`config.mk`:
```
export PLATFORM = sky130hd
export DESIGN_NAME = mc_seq_ctrl
export DESIGN_NICKNAME = d
export VERILOG_FILES = /design/src/rtl/mc_seq_pkg.sv /design/src/rtl/mc_op_class.sv /design/src/rtl/mc_next_step.sv /design/src/rtl/mc_strobe_gen.sv /design/src/rtl/mc_seq_ctrl.sv
export SDC_FILE = /design/constraint.sdc
export NUM_CORES = 1
export LEC_CHECK = 0
export BUFFER_PORTS_ARGS = -buffer_cell sky130_fd_sc_hd__clkbuf_2
export CAP_MARGIN = 10
export CORE_AREA = 5 5 42 44
export DETAILED_ROUTE_END_ITERATION = 6
export DIE_AREA = 0 0 47 49
export HOLD_SLACK_MARGIN = 0.03
export PLACE_DENSITY = 0.71
export SLEW_MARGIN = 5
export SYNTH_ARGS = -nofsm -noshare
export SYNTH_HDL_FRONTEND = slang
export SYNTH_HIERARCHICAL = 1
export SYNTH_SLANG_ARGS = --single-unit
export TNS_END_PERCENT = 50
```
`constraint.sdc`:
```
create_clock -name clk -period 4.6 [get_ports clk]
set_input_delay 0.92 -clock clk [delete_from_list [all_inputs] [get_ports clk]]
set_output_delay 0.92 -clock clk [all_outputs]
set_load 0.1 [all_outputs]
```
`src/rtl/mc_seq_pkg.sv`:
```
package mc_seq_pkg;

    localparam int OPC_W = 6;
    localparam int SEL_W = 2;

    localparam logic [OPC_W-1:0] OPC_RTYPE = 6'b000000;
    localparam logic [OPC_W-1:0] OPC_LOAD  = 6'b100011;
    localparam logic [OPC_W-1:0] OPC_STORE = 6'b101011;
    localparam logic [OPC_W-1:0] OPC_BEQ   = 6'b000100;
    localparam logic [OPC_W-1:0] OPC_JUMP  = 6'b000010;

    localparam logic [SEL_W-1:0] BSEL_REG   = 2'b00;
    localparam logic [SEL_W-1:0] BSEL_FOUR  = 2'b01;
    localparam logic [SEL_W-1:0] BSEL_OFS   = 2'b10;
    localparam logic [SEL_W-1:0] BSEL_OFS_S = 2'b11;

    localparam logic [SEL_W-1:0] AOP_ADD  = 2'b00;
    localparam logic [SEL_W-1:0] AOP_CMP  = 2'b01;
    localparam logic [SEL_W-1:0] AOP_FUNC = 2'b10;

    localparam logic [SEL_W-1:0] PSRC_ALU = 2'b00;
    localparam logic [SEL_W-1:0] PSRC_TGT = 2'b01;
    localparam logic [SEL_W-1:0] PSRC_JMP = 2'b10;

    typedef enum logic [3:0] {
        ST_FETCH   = 4'd0,
        ST_DECODE  = 4'd1,
        ST_MADDR   = 4'd2,
        ST_MREAD   = 4'd3,
        ST_MLOADWB = 4'd4,
        ST_MSTORE  = 4'd5,
        ST_RALU    = 4'd6,
        ST_RDONE   = 4'd7,
        ST_BRANCH  = 4'd8,
        ST_JUMP    = 4'd9
    } step_e;

    typedef enum logic [2:0] {
        CL_RTYPE,
        CL_LOAD,
        CL_STORE,
        CL_BEQ,
        CL_JUMP,
        CL_OTHER
    } op_class_e;

    typedef struct packed {
        logic             pc_we;
        logic             pc_we_cond;
        logic             addr_from_alu;
        logic             mem_rd;
        logic             mem_wr;
        logic             ir_we;
        logic             wb_from_mem;
        logic             rf_we;
        logic             rf_dst_rd;
        logic             alu_a_reg;
        logic [SEL_W-1:0] alu_b_sel;
        logic [SEL_W-1:0] alu_op;
        logic             tgt_we;
        logic [SEL_W-1:0] pc_src;
    } strobe_t;

    typedef struct packed {
        step_e step;
    } seq_regs_t;

endpackage

```
`src/rtl/mc_op_class.sv`:
```
module mc_op_class
    import mc_seq_pkg::*;
(
    input  logic [OPC_W-1:0] opcode,
    output op_class_e        op_class
);
    always_comb begin
        case (opcode)
            OPC_RTYPE: op_class = CL_RTYPE;
            OPC_LOAD:  op_class = CL_LOAD;
            OPC_STORE: op_class = CL_STORE;
            OPC_BEQ:   op_class = CL_BEQ;
            OPC_JUMP:  op_class = CL_JUMP;
            default:   op_class = CL_OTHER;
        endcase
    end
endmodule

```
`src/rtl/mc_next_step.sv`:
```
module mc_next_step
    import mc_seq_pkg::*;
(
    input  step_e     cur_step,
    input  op_class_e op_class,
    output step_e     nxt_step
);
    always_comb begin
        nxt_step = ST_FETCH;
        case (cur_step)
            ST_FETCH:  nxt_step = ST_DECODE;
            ST_DECODE: begin
                case (op_class)
                    CL_RTYPE: nxt_step = ST_RALU;
                    CL_LOAD,
                    CL_STORE: nxt_step = ST_MADDR;
                    CL_BEQ:   nxt_step = ST_BRANCH;
                    CL_JUMP:  nxt_step = ST_JUMP;
                    default:  nxt_step = ST_FETCH;
                endcase
            end
            // address step branches again on load versus store
            ST_MADDR:  nxt_step = (op_class == CL_STORE) ? ST_MSTORE : ST_MREAD;
            ST_MREAD:  nxt_step = ST_MLOADWB;
            ST_RALU:   nxt_step = ST_RDONE;
            // terminal steps of every class
            ST_MLOADWB,
            ST_MSTORE,
            ST_RDONE,
            ST_BRANCH,
            ST_JUMP:   nxt_step = ST_FETCH;
            default:   nxt_step = ST_FETCH;
        endcase
    end
endmodule

```
`src/rtl/mc_strobe_gen.sv`:
```
module mc_strobe_gen
    import mc_seq_pkg::*;
(
    input  step_e   cur_step,
    output strobe_t strb
);
    always_comb begin
        // every strobe low and every select at its zero value unless set below
        strb = '0;
        case (cur_step)
            ST_FETCH: begin
                strb.mem_rd    = 1'b1;
                strb.ir_we     = 1'b1;
                strb.pc_we     = 1'b1;
                strb.alu_a_reg = 1'b0;
                strb.alu_b_sel = BSEL_FOUR;
                strb.alu_op    = AOP_ADD;
                strb.pc_src    = PSRC_ALU;
            end
            ST_DECODE: begin
                strb.alu_a_reg = 1'b0;
                strb.alu_b_sel = BSEL_OFS_S;
                strb.alu_op    = AOP_ADD;
                strb.tgt_we    = 1'b1;
            end
            ST_MADDR: begin
                strb.alu_a_reg = 1'b1;
                strb.alu_b_sel = BSEL_OFS;
                strb.alu_op    = AOP_ADD;
            end
            ST_MREAD: begin
                strb.mem_rd        = 1'b1;
                strb.addr_from_alu = 1'b1;
            end
            ST_MLOADWB: begin
                strb.rf_we       = 1'b1;
                strb.wb_from_mem = 1'b1;
                strb.rf_dst_rd   = 1'b0;
            end
            ST_MSTORE: begin
                strb.mem_wr        = 1'b1;
                strb.addr_from_alu = 1'b1;
            end
            ST_RALU: begin
                strb.alu_a_reg = 1'b1;
                strb.alu_b_sel = BSEL_REG;
                strb.alu_op    = AOP_FUNC;
            end
            ST_RDONE: begin
                strb.rf_we       = 1'b1;
                strb.rf_dst_rd   = 1'b1;
                strb.wb_from_mem = 1'b0;
            end
            ST_BRANCH: begin
                strb.pc_we_cond = 1'b1;
                strb.alu_a_reg  = 1'b1;
                strb.alu_b_sel  = BSEL_REG;
                strb.alu_op     = AOP_CMP;
                strb.pc_src     = PSRC_TGT;
            end
            ST_JUMP: begin
                strb.pc_we  = 1'b1;
                strb.pc_src = PSRC_JMP;
            end
            default: strb = '0;
        endcase
    end
endmodule

```
`src/rtl/mc_seq_ctrl.sv`:
```
module mc_seq_ctrl
    import mc_seq_pkg::*;
(
    input  logic             clk,
    input  logic             rst,
    input  logic [OPC_W-1:0] opcode,
    input  logic             ops_equal,
    output logic             pc_load,
    output logic             pc_we,
    output logic             pc_we_cond,
    output logic             addr_from_alu,
    output logic             mem_rd,
    output logic             mem_wr,
    output logic             ir_we,
    output logic             wb_from_mem,
    output logic             rf_we,
    output logic             rf_dst_rd,
    output logic             alu_a_reg,
    output logic [SEL_W-1:0] alu_b_sel,
    output logic [SEL_W-1:0] alu_op,
    output logic             tgt_we,
    output logic [SEL_W-1:0] pc_src
);
    seq_regs_t regs_d, regs_q;
    op_class_e op_class;
    step_e     nxt_step;
    strobe_t   strb;

    mc_op_class u_class (
        .opcode   (opcode),
        .op_class (op_class)
    );

    mc_next_step u_next (
        .cur_step (regs_q.step),
        .op_class (op_class),
        .nxt_step (nxt_step)
    );

    mc_strobe_gen u_strobe (
        .cur_step (regs_q.step),
        .strb     (strb)
    );

    always_comb begin
        regs_d      = regs_q;
        regs_d.step = nxt_step;
    end

    always_ff @(posedge clk) begin
        if (rst) begin
            regs_q.step <= ST_FETCH;
        end else begin
            regs_q <= regs_d;
        end
    end

    assign pc_we         = strb.pc_we;
    assign pc_we_cond    = strb.pc_we_cond;
    assign addr_from_alu = strb.addr_from_alu;
    assign mem_rd        = strb.mem_rd;
    assign mem_wr        = strb.mem_wr;
    assign ir_we         = strb.ir_we;
    assign wb_from_mem   = strb.wb_from_mem;
    assign rf_we         = strb.rf_we;
    assign rf_dst_rd     = strb.rf_dst_rd;
    assign alu_a_reg     = strb.alu_a_reg;
    assign alu_b_sel     = strb.alu_b_sel;
    assign alu_op        = strb.alu_op;
    assign tgt_we        = strb.tgt_we;
    assign pc_src        = strb.pc_src;
    assign pc_load       = strb.pc_we | (strb.pc_we_cond & ops_equal);
endmodule

```
==> summary.md <==
| Metric | Value |
|---|---|
| Largest regs | `regs_q x4` |
| Final setup TNS | `0 ps` |
| Kind of critical path | `flop to output port` |
| Worst-path maximum fanout | `18` |
| Status | `finished clean` |
| Cells after Synth | `65` |
| Ys async rst share | `0%` |
| I/O pin count | `27` |
| Synthesized area | `524.3 sq um` |
| Unrepaired setup endpoints after global routing | `false` |
| R2r endpoint | `regs_q[1]$_SDFF_PP0_` |
| Worst R2R Start | `regs_q[0]$_SDFF_PP0_` |
| Hold Buf Count CTS | `0` |
| Max reg flops | `4` |
| Routed wire length | `1.173 mm` |
| Port buffer count | `26` |
| Clock Skews | `0.8985 ps` |
| Worst hold start | `regs_q[0]$_SDFF_PP0_` |
| Max_cap viols | `0` |
| Cts bufs inserted | `3` |
| Leakage Power | `0.2864 nW` |
| Drt first pass iters | `4` |
| CP Capture Point | `pc_load` |
| Hold WC Path Type | `flop to flop` |
| Worst hold slack | `866.1 ps` |
| Crit path from | `regs_q[3]$_SDFF_PP0_` |
| Post-synth top flop | `dfxtp_1` |
| Area Growth Syn to Fin | `26.01%` |
| Die height | `49 um` |
| Syn avg cell area | `8.065 sq um` |
| Die area | `0.002303 sq mm` |
| # rows | `14` |
| CP max stage delay | `680 ps` |
| Postcts setup bufs | `0` |
| Post-synth top area share | `15.27%` |
| FF+latch count, synth | `4` |
| CTS tree | `yes` |
| Worst path arrival time | `1940 ps` |
| CP Data Required Time | `3680 ps` |
| Fill cells | `156` |
| Post-Place Worst Slack | `1958 ps` |
| Clk slew on worst S/H paths | `40 ps` |
| Core Area | `0.001401 sq mm` |
| Syn Nets | `74` |
| Min Tclk post-route | `2861 ps` |
| EDFF count, synth | `0` |
| Worst reg-to-reg path cell count | `4` |
| Slew Limit Fails | `0` |
| Remaining global-route overflow | `0` |
| CTS H-tree depth | `1` |
| Setup violators final | `0` |
| Top post-synthesis cells by area | `dfxtp_1 (15%), nor3_1 (6.7%), nor3b_1 (5.7%)` |
| Clock sinks | `4` |
| Gr usage total | `10.43%` |
| WL/cell | `11.17 um` |
| Vias | `556` |
| Commonest non-fill, non-tap cell in the layout | `clkbuf_2` |
| Slowest-stage cell, CP | `dfxtp_1` |
| Leading area contributor after synthesis | `dfxtp_1` |
| Initial Utilization | `37.41%` |
| Relative slew margins | `55.14%` |
| Worst-Margin Slew | `671.9 ps` |
| Power Density | `234.7 mW/mm^2` |
| Largest net degree at the start of global routing | `19` |
| Fmax | `0.3496 GHz` |
| Commonest cells after routing, fill and taps aside | `clkbuf_2 (26), nor3_1 (7), nor2_1 (6)` |
| Initial antenna violation count | `0` |
| Worst R2R Setup Slack | `3050 ps` |
| DRT iter0 DRCs | `3` |
| Crit end category | `output port` |
| # diodes | `0` |
| First-pass GRT wire length | `1.876 mm` |
| HPWL Detailed | `902.4 um` |
| Longest Clk Path Bufs | `2` |
| Final hold vios | `0` |
| Layout cells sized above 1 | `42.70%` |
| Fin crit share | `62.19%` |
| Top reg by flops | `regs_q` |
| Seq/Total Area, Yosys | `15.27%` |
| Maximum VDD drop | `0.1169 mV` |
| Yosys warning count | `6` |
| Worst-Skew Late Latency | `230 ps` |
| Vias in the first global route | `449` |
| Finished Cell Area | `660.6 sq um` |
| Startpoint types | `flop` |
| CTS-repair resized insts | `0` |
| DP Area | `638.1 sq um` |
| DRC viols | `0` |
| CP Cell Sequence | `nor4b_2 > a21o_1 > clkbuf_2` |
| GPL Wtd Cong | `0.6888` |
| PnR worst setup slack | `1739 ps` |
| Nets@finish | `100` |
| CTS Root Buffer Type | `clkbuf_4` |
| Die X | `47 um` |
| Post-synthesis cell type count | `37` |
| Via density | `5.295` |
| Antenna-violating nets left | `0` |
[metal layers]
| metal | part of all wire (%) | up-vias | global-route usage [%] |
|---|---|---|---|
| met2 | 44 | 25 | 15.16 |
| met5 | 0 | - | 0 |
| met3 | 12 | 0 | 1.107 |
| li1 | - | 288 | - |
| met4 | 0 | 0 | 4.147 |
| met1 | 44 | 243 | 15.20 |
[power breakdown]
| group | internal, mW | leakage (nW) | total [mW] | switching (mW) |
|---|---|---|---|---|
| combinational | 0.0154 | 0.240 | 0.0709 | 0.0554 |
| clock | 0.0292 | 0.0138 | 0.0432 | 0.0140 |
| sequential | 0.0359 | 0.0326 | 0.0410 | 0.00518 |
[per-stage QoR]
step	cells	util, %	total power [mW]
5_1_grt	105	47.14	0.1623
3_3_place_gp	102	45.54	0.1120
2_1_floorplan	65	-	0.1017
4_1_cts	105	47.14	0.1567
6_report	105	47.14	0.1551
3_5_place_dp	102	45.54	0.1128
[worst max-delay path, delay by kind of cell (launching register included)]
family	cells	cell delay [ps]
and+or+nand+nor	1	400
DFF	1	680
buffers and inverters	1	450
AOI/OAI and AO/OA	1	170
[cell families after synthesis]
| kind of cell | after synthesis | synth area share [%] |
|---|---|---|
| xor gates and xnor gates | 3 | 6.445 |
| DFF | 4 | 15.28 |
| buffers and inverters | 6 | 8.828 |
| AOI/OAI and AO/OA | 11 | 15.99 |
| and+or+nand+nor | 41 | 53.46 |
[worst min-delay path by stage]
stage,endpoint,slack (ps),cells after the start
final,regs_q[3]$_SDFF_PP0_,870,3
after global routing,regs_q[0]$_SDFF_PP0_,910,2
after CTS,regs_q[3]$_SDFF_PP0_,870,3
after detailed placement,regs_q[3]$_SDFF_PP0_,860,3
after global placement,regs_q[3]$_SDFF_PP0_,860,3
after floorplan,regs_q[3]$_SDFF_PP0_,620,3
[Yosys cell counts (2+ instances only)]
master / n
nand2b_1: 3
dfxtp_1: 4
a21oi_1: 2
nor3_1: 7
buf_6: 2
nor3b_2: 2
a21o_1: 3
nor2_1: 6
nor2b_1: 4
nor3b_1: 4
buf_4: 2
[layout make-up]
cell class	count	area [sq um]	area share, %
sequential	4	80.08	12.12
multi-input combinational	55	404.1	61.17
tap	16	20.02	3.030
clock buffer	3	22.52	3.409
inverter	1	3.754	0.5682
timing repair buffer	26	130.1	19.70
Power figures use the tool's default switching activity.
